===== config.mk =====
export PLATFORM = sky130hd
export DESIGN_NAME = rgb_panel_fmt
export DESIGN_NICKNAME = d
export VERILOG_FILES = /design/src/rtl/rgb_panel_fmt_pkg.sv /design/src/rtl/rgb_panel_fmt_regs.sv /design/src/rtl/rgb_panel_fmt_cfg.sv /design/src/rtl/rgb_panel_fmt_lane.sv /design/src/rtl/rgb_panel_fmt.sv
export SDC_FILE = /design/constraint.sdc
export NUM_CORES = 1
export LEC_CHECK = 0
export BUFFER_PORTS_ARGS = -buffer_cell sky130_fd_sc_hd__buf_2
export CORE_MARGIN = 4
export CORE_UTILIZATION = 30
export CTS_BUF_LIST = sky130_fd_sc_hd__clkbuf_2 sky130_fd_sc_hd__clkbuf_4 sky130_fd_sc_hd__clkbuf_8
export CTS_CLUSTER_SIZE = 25
export DETAILED_ROUTE_END_ITERATION = 10
export GPL_TIMING_DRIVEN = 1
export PLACE_DENSITY = 0.54
export SETUP_SLACK_MARGIN = 0.2
export SLEW_MARGIN = 30
export SYNTH_ARGS = -nofsm -noshare
export SYNTH_HDL_FRONTEND = slang
export SYNTH_SLANG_ARGS = --single-unit

===== constraint.sdc =====
create_clock -name clk -period 2.6 [get_ports clk]
set_input_delay 0.26 -clock clk [delete_from_list [all_inputs] [get_ports clk]]
set_output_delay 0.26 -clock clk [all_outputs]
set_load 0.01 [all_outputs]

===== src/rtl/rgb_panel_fmt_pkg.sv =====
package rgb_panel_fmt_pkg;

  localparam int CH_W  = 8;
  localparam int PIX_W = 3 * CH_W;
  localparam int CTL_W = 17;

  // Field positions follow the control word bit map (bit 16 down to bit 0).
  typedef struct packed {
    logic       oe_de_mode;
    logic [1:0] order;
    logic [2:0] layout;
    logic       clk_inv;
    logic       hs_inv;
    logic       vs_inv;
    logic       oe_inv;
    logic       hs_fall;
    logic       vs_fall;
    logic       oe_fall;
    logic       hs_off;
    logic       vs_off;
    logic       oe_off;
    logic       run;
  } ctrl_t;

  function automatic logic [PIX_W-1:0] shuffle(input logic [1:0] code, input logic [PIX_W-1:0] px);
    logic [CH_W-1:0] r, g, b;
    r = px[3*CH_W-1:2*CH_W];
    g = px[2*CH_W-1:CH_W];
    b = px[CH_W-1:0];
    case (code)
      2'd0: shuffle = {r, g, b};
      2'd1: shuffle = {b, g, r};
      2'd2: shuffle = {g, r, b};
      default: shuffle = {b, r, g};
    endcase
  endfunction

  function automatic logic [PIX_W-1:0] pack_lines(input logic [2:0] code, input logic [PIX_W-1:0] px);
    logic [CH_W-1:0] a, m, c;
    a = px[3*CH_W-1:2*CH_W];
    m = px[2*CH_W-1:CH_W];
    c = px[CH_W-1:0];
    case (code)
      3'd1: pack_lines = {8'b0, a[7:3], m[7:2], c[7:3]};
      3'd2: pack_lines = {3'b0, a[7:3], 2'b0, m[7:2], 3'b0, c[7:3]};
      3'd3: pack_lines = {2'b0, a[7:3], 3'b0, m[7:2], 2'b0, c[7:3], 1'b0};
      3'd4: pack_lines = {6'b0, a[7:2], m[7:2], c[7:2]};
      3'd5: pack_lines = {2'b0, a[7:2], 2'b0, m[7:2], 2'b0, c[7:2]};
      3'd6: pack_lines = {a, m, c};
      default: pack_lines = '0;
    endcase
  endfunction

endpackage


===== src/rtl/rgb_panel_fmt_regs.sv =====
module rgb_panel_fmt_regs
  import rgb_panel_fmt_pkg::*;
#(
  parameter int          ADDR_W   = 4,
  parameter logic [31:0] ID_VALUE = 32'h0064_7069
) (
  input  logic              clk,
  input  logic              rst_n,
  input  logic              we,
  input  logic [ADDR_W-1:0] addr,
  input  logic [CTL_W-1:0]  wdata,
  output ctrl_t             ctl_q,
  output logic [31:0]       rdata
);

  logic hit_ctl;
  assign hit_ctl = (addr == '0);

  always_ff @(posedge clk or negedge rst_n) begin
    if (!rst_n)              ctl_q <= '0;
    else if (we && hit_ctl)  ctl_q <= ctrl_t'(wdata);
  end

  assign rdata = hit_ctl ? {{(32-CTL_W){1'b0}}, ctl_q} : ID_VALUE;

endmodule


===== src/rtl/rgb_panel_fmt_cfg.sv =====
module rgb_panel_fmt_cfg
  import rgb_panel_fmt_pkg::*;
(
  input  logic  clk,
  input  logic  rst_n,
  input  ctrl_t reg_cfg,
  input  logic  vsync_i,
  output ctrl_t use_cfg,
  output logic  frame_load
);

  ctrl_t held_q;
  logic  vs_prev_q;
  logic  run_prev_q;

  // Load on the first running cycle and on each vsync rising edge.
  assign frame_load = reg_cfg.run && (!run_prev_q || (vsync_i && !vs_prev_q));

  always_comb begin
    use_cfg     = (frame_load || !reg_cfg.run) ? reg_cfg : held_q;
    use_cfg.run = reg_cfg.run;
  end

  always_ff @(posedge clk or negedge rst_n) begin
    if (!rst_n) begin
      held_q     <= '0;
      vs_prev_q  <= 1'b0;
      run_prev_q <= 1'b0;
    end else begin
      run_prev_q <= reg_cfg.run;
      if (!reg_cfg.run) begin
        vs_prev_q <= 1'b0;
        held_q    <= reg_cfg;
      end else begin
        vs_prev_q <= vsync_i;
        held_q    <= use_cfg;
      end
    end
  end

endmodule


===== src/rtl/rgb_panel_fmt_lane.sv =====
module rgb_panel_fmt_lane (
  input  logic clk,
  input  logic rst_n,
  input  logic run,
  input  logic raw,
  input  logic inv,
  input  logic fall,
  input  logic off,
  output logic pin
);

  logic rise_q;
  logic fall_q;
  logic sel_fall_q;

  always_ff @(posedge clk or negedge rst_n) begin
    if (!rst_n) begin
      rise_q     <= 1'b0;
      sel_fall_q <= 1'b0;
    end else begin
      rise_q     <= run ? (off ? inv : (raw ^ inv)) : 1'b0;
      sel_fall_q <= run & fall;
    end
  end

  always_ff @(negedge clk or negedge rst_n) begin
    if (!rst_n) fall_q <= 1'b0;
    else        fall_q <= rise_q;
  end

  assign pin = sel_fall_q ? fall_q : rise_q;

endmodule


===== src/rtl/rgb_panel_fmt.sv =====
module rgb_panel_fmt
  import rgb_panel_fmt_pkg::*;
#(
  parameter int          ADDR_W   = 4,
  parameter logic [31:0] ID_VALUE = 32'h0064_7069
) (
  input  logic              clk,
  input  logic              rst_n,
  input  logic              reg_we,
  input  logic [ADDR_W-1:0] reg_addr,
  input  logic [31:0]       reg_wdata,
  output logic [31:0]       reg_rdata,
  input  logic [PIX_W-1:0]  pix_i,
  input  logic              hsync_i,
  input  logic              vsync_i,
  input  logic              de_i,
  output logic [PIX_W-1:0]  pix_o,
  output logic              hsync_o,
  output logic              vsync_o,
  output logic              oe_o,
  output logic              pclk_o
);

  localparam int N_LANES = 3;

  ctrl_t ctl_q;
  ctrl_t use_cfg;
  logic  frame_load;

  rgb_panel_fmt_regs #(.ADDR_W(ADDR_W), .ID_VALUE(ID_VALUE)) u_regs (
    .clk   (clk),
    .rst_n (rst_n),
    .we    (reg_we),
    .addr  (reg_addr),
    .wdata (reg_wdata[CTL_W-1:0]),
    .ctl_q (ctl_q),
    .rdata (reg_rdata)
  );

  rgb_panel_fmt_cfg u_cfg (
    .clk        (clk),
    .rst_n      (rst_n),
    .reg_cfg    (ctl_q),
    .vsync_i    (vsync_i),
    .use_cfg    (use_cfg),
    .frame_load (frame_load)
  );

  logic [PIX_W-1:0] pix_q;
  logic             pclk_inv_q;

  always_ff @(posedge clk or negedge rst_n) begin
    if (!rst_n) begin
      pix_q      <= '0;
      pclk_inv_q <= 1'b0;
    end else begin
      pclk_inv_q <= use_cfg.clk_inv;
      if (!ctl_q.run) pix_q <= '0;
      else            pix_q <= pack_lines(use_cfg.layout, shuffle(use_cfg.order, pix_i));
    end
  end

  assign pix_o  = pix_q;
  assign pclk_o = ctl_q.run & (clk ^ pclk_inv_q);

  // Lane 2 = hsync, lane 1 = vsync, lane 0 = enable pin.
  logic oe_src;
  assign oe_src = use_cfg.oe_de_mode ? de_i : (hsync_i ^ vsync_i);

  logic [N_LANES-1:0] l_raw, l_inv, l_fall, l_off, l_pin;
  assign l_raw  = {hsync_i, vsync_i, oe_src};
  assign l_inv  = {use_cfg.hs_inv,  use_cfg.vs_inv,  use_cfg.oe_inv};
  assign l_fall = {use_cfg.hs_fall, use_cfg.vs_fall, use_cfg.oe_fall};
  assign l_off  = {use_cfg.hs_off,  use_cfg.vs_off,  use_cfg.oe_off};

  for (genvar i = 0; i < N_LANES; i++) begin : g_lane
    rgb_panel_fmt_lane u_lane (
      .clk   (clk),
      .rst_n (rst_n),
      .run   (ctl_q.run),
      .raw   (l_raw[i]),
      .inv   (l_inv[i]),
      .fall  (l_fall[i]),
      .off   (l_off[i]),
      .pin   (l_pin[i])
    );
  end

  assign hsync_o = l_pin[2];
  assign vsync_o = l_pin[1];
  assign oe_o    = l_pin[0];

endmodule


==> run metrics, run 1 <==
cell-internal power=0.002726 W; IO Port Bufs=98; height of the die=124.0 um; share of post-route cells with drive strength above 1=41.52%; half-perimeter wire length after detailed placement=9168 um; proportion of register bits with asynchronous set or reset after synthesis=100.0%; main combinational cell family by area after synthesis=multiplexers; Die X-Extent=124.0 um; Synth Area in Adders=0%; type of the worst setup path=reg2out; number of antenna violations at the first check in global routing=0; Combinational Power Share=40.0%; count of max-cap constraint violations=0; category of the worst setup path launch point=flop; share of the yosys chip area belonging to registers=42.76%; Worst VDD drop=249.7 uV; initial drt markers=229; total global routing overflow=0; total core area=13190 um2; global routing usage summed across all routing layers=16.39%; layout overhead on the synthesized area=26.31%; post-synth top area share=40.90%; post-synthesis mux area share=16.49%; Clock Pin Slew Worst Setup and Hold Paths=0.08 ns; DRC violations left=0; Pleak=2.388 nW; crit end category=output pin; data arrival time of the critical path=2.48 ns; routed wire length per instance=17.45 um; worst clock skew=0.007877 ns; multi-input gate area in the final layout=2128 um2; placement row count=42; Final GP Congestion=0.8902; Hold Slack=0.03607 ns; cells taking the most area after synthesis=sky130_fd_sc_hd__dfrtp_1, sky130_fd_sc_hd__mux2_2, sky130_fd_sc_hd__buf_4, sky130_fd_sc_hd__and2_1, sky130_fd_sc_hd__mux2i_1; I/O pin count=126; post-placement setup slack=0.2544 ns; number of storage elements in the synthesis netlist=69; starting utilization of the core area=30.61%; setup fix buffers added after clock tree synthesis=0; TritonCTS clock tree=yes; count of mapped cells out of synthesis=397; clock insertion delay at the later pin of the skew report=0.45 ns; Tightest Pin Transition=0.5531 ns; Synth Area in XOR/XNOR=1.735%; pin count of the biggest net entering global routing=32; unrepaired setup endpoints after global routing=true; final setup vio count=3; via count=3496; number of enable flip-flop cells after synthesis=0; portion of total power attributed to sequential cells=34.7%; cell type with the largest total area after synthesis=sky130_fd_sc_hd__dfrtp_1; most frequent cells after synthesis=sky130_fd_sc_hd__dfrtp_1, sky130_fd_sc_hd__mux2_2, sky130_fd_sc_hd__nand2_1, sky130_fd_sc_hd__a21oi_1, sky130_fd_sc_hd__nand3_1; worst-path maximum fanout=1; switching power share of the total=36.76%; main flop type after synthesis=sky130_fd_sc_hd__dfrtp_1; total power density per cell area=845.2 nW/um2; final worst-path setup slack=-0.1398 ns; antenna diode instance count=0; Worst Hold Class=in2reg; area of the die=15380 um2; number of iterations in the first detailed-routing pass=9; fin nets=574; setup tns final=-0.3709 ns; Pins Over Slew Limit=0; number of global-route vias before repair=3418; Sw Pwr=0.001585 W; remaining max-slew budget at the tightest pin=62.91%; combined area of all synthesized cells=4038 um2; sequential cell area=1727 um2; number of fillers in the final layout=1368; most frequently used cell type in the post-synthesis netlist=sky130_fd_sc_hd__dfrtp_1; post-detailed-route via-to-cell ratio=5.074; antenna-violating nets left=0; run status=complete, but fails checks; count of cell types in the netlist=58; required time worst endpoint=2.34 ns; compound-cell area share of the yosys netlist=16.42%; Synthesis Warnings=0; clock share of power=25.3%; global-route wire length before repair=18840 um; hold violation count in the final report=0; Routed Wire Length=12020 um; share of synthesized cell area in and, or, nand and nor gates=15.62%; failing checks=negative setup slack; per-instance average area after synthesis=10.17 um2
## critical path: stages, from the launching register on
cell and delay [ns]:
sky130_fd_sc_hd__dfrtn_1 0.33, sky130_fd_sc_hd__mux2_4 0.27, sky130_fd_sc_hd__buf_6 0.12
## per-stage QoR
step,utilization [%],total power (W),cell area [um2],std cells
after detailed placement,36.13,0.003203,4766,669
after global routing,38.66,0.004583,5100,689
after global placement,36.13,0.003187,4766,669
after CTS,38.36,0.004321,5060,689
after floorplan,-,0.002618,4079,408
final,38.66,0.004311,5100,689
## layout make-up
| type | instances | share of cell area, % |
|---|---|---|
| inverter | 12 | 0.8832 |
| clock buffer | 17 | 4.171 |
| timing repair buffer | 125 | 14.13 |
| multi-input combinational | 287 | 41.73 |
| sequential | 69 | 33.86 |
| clock inverter | 3 | 0.9078 |
| tap | 176 | 4.318 |
## kinds of logic after synthesis
group | Yosys count
other | 1
and+or+nand+nor | 117
muxes | 56
buffers and inverters | 52
DFF | 69
AOI/OAI and AO/OA | 94
xor gates and xnor gates | 8
## layer usage
| metal | up-vias | track usage [%] | wire, um |
|---|---|---|---|
| met5 | - | 0 | 0 |
| li1 | 1640 | - | - |
| met4 | 0 | 6.366 | 172 |
| met2 | 122 | 25.14 | 5700 |
| met1 | 1722 | 22.69 | 5431 |
| met3 | 12 | 3.451 | 714 |
## layout by cell type (no fill, tap or decap), types with 3 or more instances in the layout
cell and n:
sky130_fd_sc_hd__dfrtp_1 66, sky130_fd_sc_hd__o22ai_1 4, sky130_fd_sc_hd__nor2_1 12, sky130_fd_sc_hd__buf_4 26, sky130_fd_sc_hd__dfrtn_1 3, sky130_fd_sc_hd__clkbuf_8 14, sky130_fd_sc_hd__inv_2 3, sky130_fd_sc_hd__o21ai_0 10
sky130_fd_sc_hd__xnor2_1 6, sky130_fd_sc_hd__a21oi_1 18, sky130_fd_sc_hd__and3_1 6, sky130_fd_sc_hd__nand2_2 3, sky130_fd_sc_hd__buf_2 95, sky130_fd_sc_hd__inv_1 9, sky130_fd_sc_hd__and2_1 15, sky130_fd_sc_hd__mux2_4 3
sky130_fd_sc_hd__nand2b_1 14, sky130_fd_sc_hd__o211ai_1 7, sky130_fd_sc_hd__a22oi_1 6, sky130_fd_sc_hd__mux2_2 38, sky130_fd_sc_hd__a31oi_1 6, sky130_fd_sc_hd__nor2b_1 5, sky130_fd_sc_hd__nor3_1 11, sky130_fd_sc_hd__mux2i_1 10
sky130_fd_sc_hd__nand2_1 18, sky130_fd_sc_hd__a211oi_1 9, sky130_fd_sc_hd__mux4_2 3, sky130_fd_sc_hd__buf_6 4, sky130_fd_sc_hd__nand3_1 17, sky130_fd_sc_hd__conb_1 12, sky130_fd_sc_hd__o21ai_1 5, sky130_fd_sc_hd__a222oi_1 7
## worst paths after layout
check	start	end	slack (ns)	cells past startpoint
max	g_lane[2].u_lane.fall_q	hsync_o	-0.14	2
min	reg_wdata[5]	u_regs.ctl_q[5]	0.04	2
max reg2reg	u_regs.ctl_q[15]	pix_o[19]	0.34	5
min reg2reg	u_regs.ctl_q[0]	u_cfg.held_q[0]	0.46	0
max in group asynchronous	rst_n	g_lane[0].u_lane.fall_q	0.90	2
min in group asynchronous	rst_n	u_regs.ctl_q[9]	0.26	2
## flip-flops by register name, summed over array words and instances, names as in the netlist
| register | flops |
|---|---|
| g_lane.u_lane.sel_fall_q | 3 |
| u_regs.ctl_q | 17 |
| u_cfg.vs_prev_q | 1 |
| pclk_inv_q | 1 |
| g_lane.u_lane.rise_q | 3 |
| g_lane.u_lane.fall_q | 3 |
| pix_o | 24 |
| u_cfg.held_q | 17 |
## power by group through the flow
stage               Sequential [W]  Combinational (W)  Clock (W)
detailed placement         0.00151            0.00166  0.0000319
global route               0.00153            0.00189    0.00117
finish                     0.00150            0.00173    0.00109
global placement           0.00150            0.00166  0.0000319
CTS                        0.00149            0.00170    0.00113
floorplan                  0.00147            0.00112  0.0000255
## what timing repair did
item / CTS / global route
setup endpoints to repair: 3 / 18
pin swaps: 0 / 2
hold endpoints to repair: 7 / 0
hold buffers: 1 / 0
resized for setup: 6 / 10
Note: power is estimated with default switching activity, not from simulation.
==> run 2, diff against run 1 <==
Settings changed: CORE_MARGIN 4 to 5, HOLD_SLACK_MARGIN set to 0.08, SLEW_MARGIN 30 to 40.
==> run 2 against run 1 <==
Net effect:
- the flow still finishes with violations (negative setup slack)
- worst hold slack better by 0.14 ns
- critical path type unchanged
- via count up 1.7%
- design area up 3.9%
==> run metrics, run 2 (synthesized netlist as in run 1, its figures left out) <==
final setup vio count=3; Tightest Pin Transition=0.6119 ns; global-route wire length before repair=19530 um; hold violation count in the final report=0; switching power share of the total=35.41%; required time worst endpoint=2.34 ns; cell depth of the worst hold path=3; end-of-flow core utilization=39.99%; IO Port Bufs=98; total global routing overflow=0; height of the die=126.0 um; post-detailed-route via-to-cell ratio=5.041; final worst-path setup slack=-0.1322 ns; DRC violations left=0; worst clock skew=0.009871 ns; clock insertion delay at the later pin of the skew report=0.46 ns; portion of total power attributed to sequential cells=33.1%; area of the die=15880 um2; critical path's slowest cell=sky130_fd_sc_hd__dfrtn_1; Final GP Congestion=0.8753; depth of the worst register-to-register path=9; Worst VDD drop=236.8 uV; area after detailed placement=4743 um2; category of the worst setup path launch point=flop; unrepaired setup endpoints after global routing=true; number of iterations in the first detailed-routing pass=8; critical path's largest stage delay=0.33 ns; antenna diode instance count=0; Pins Over Slew Limit=0; cell-internal power=0.002887 W; layout overhead on the synthesized area=31.17%; number of fillers in the final layout=1334; placement row count=42; TritonCTS clock tree=yes; chain of cells forming the critical path=mux2_4 -> buf_6; run status=complete, but fails checks; total core area=13240 um2; routed wire length per instance=16.92 um; Pleak=2.469 nW; global routing usage summed across all routing layers=15.65%; data arrival time of the critical path=2.47 ns; Clock Pin Slew Worst Setup and Hold Paths=0.08 ns; fin nets=590; half-perimeter wire length after detailed placement=9076 um; worst-path maximum fanout=1; type of the worst setup path=reg2out; number of cells on the critical path=2; number of flip-flops under the largest register name=24; clock share of power=28.2%; Routed Wire Length=11930 um; Hold Slack=0.1728 ns; Die X-Extent=126.0 um; number of global-route vias before repair=3697; starting utilization of the core area=30.49%; number of buffer and inverter instances along the worst setup path=1; total power density per cell area=843.8 nW/um2; crit end category=output pin; Worst Hold Class=in2reg; most frequent cells in the layout=sky130_fd_sc_hd__buf_2, sky130_fd_sc_hd__dfrtp_1, sky130_fd_sc_hd__mux2_2; via count=3554; setup tns final=-0.3804 ns; failing checks=negative setup slack; post-route cell area=5296 um2; antenna-violating nets left=0; top cell family by delay on the critical path=flip-flops; most frequent standard cell in the layout excluding fill and tap cells=sky130_fd_sc_hd__buf_2; initial drt markers=248; pin count of the biggest net entering global routing=47; count of max-cap constraint violations=0; number of antenna violations at the first check in global routing=0; I/O pin count=126; Combinational Power Share=38.7%; share of post-route cells with drive strength above 1=39.89%; Sw Pwr=0.001582 W; remaining max-slew budget at the tightest pin=59.21%
run 2: final cells by class:
| cell class | count | area [um2] | area share, % |
|---|---|---|---|
| Timing Repair Buffer | 141 | 882.1 | 16.65 |
| Tap cell | 176 | 220.2 | 4.158 |
| Multi-Input combinational cell | 287 | 2125 | 40.11 |
| Clock inverter | 5 | 106.4 | 2.008 |
| Clock buffer | 15 | 191.4 | 3.614 |
| Inverter | 12 | 45.04 | 0.8505 |
| Sequential cell | 69 | 1727 | 32.60 |
run 2: stage by stage:
stage / setup slack, ns / power, W / cells
after CTS: -0.1519 / 0.004485 / 704
after detailed placement: 0.1307 / 0.003174 / 666
after global routing: -0.1762 / 0.004769 / 705
after global placement: 0.1388 / 0.003164 / 666
final: -0.1322 / 0.004469 / 705
after floorplan: 0.4173 / 0.002618 / 408
run 2: repair_timing:
item                                    4_1_cts  5_1_grt
buffers inserted                              0        1
pin swaps                                     0        3
resized for setup                             8        7
hold buffers                                 19        0
endpoints found under the setup margin       12       23
endpoints found under the hold margin        38        0
run 2: path summary, 6_finish.rpt:
path,start,end,slack [ns]
max,g_lane[2].u_lane.fall_q,hsync_o,-0.13
min,pix_i[0],pix_o[0],0.17
max reg2reg,u_cfg.vs_prev_q,pix_o[14],0.33
min reg2reg,u_regs.ctl_q[0],u_cfg.held_q[0],0.44
max in group asynchronous,rst_n,g_lane[2].u_lane.fall_q,0.83
min in group asynchronous,rst_n,g_lane[0].u_lane.sel_fall_q,0.26
run 2: power groups by stage:
stage,combinational (W),sequential (W),clock [W]
detailed placement,0.00164,0.00150,0.0000319
global route,0.00190,0.00152,0.00136
global placement,0.00164,0.00149,0.0000319
floorplan,0.00112,0.00147,0.0000255
finish,0.00173,0.00148,0.00126
CTS,0.00171,0.00148,0.00130
run 2: tightest hold or removal path, stage by stage:
cell                       delay [ns]
sky130_fd_sc_hd__buf_2           0.09
sky130_fd_sc_hd__o211ai_1        0.09
sky130_fd_sc_hd__a31oi_1         0.15
run 2: per-layer routing:
metal | up-vias | share of wire [%] | track usage (%) | wire, um
li1 | 1677 | - | - | -
met5 | - | 0 | 0 | 0
met2 | 125 | 47 | 24.04 | 5606
met4 | 0 | 2.3 | 7.823 | 272
met1 | 1733 | 45 | 20.35 | 5366
met3 | 19 | 5.7 | 4.234 | 683
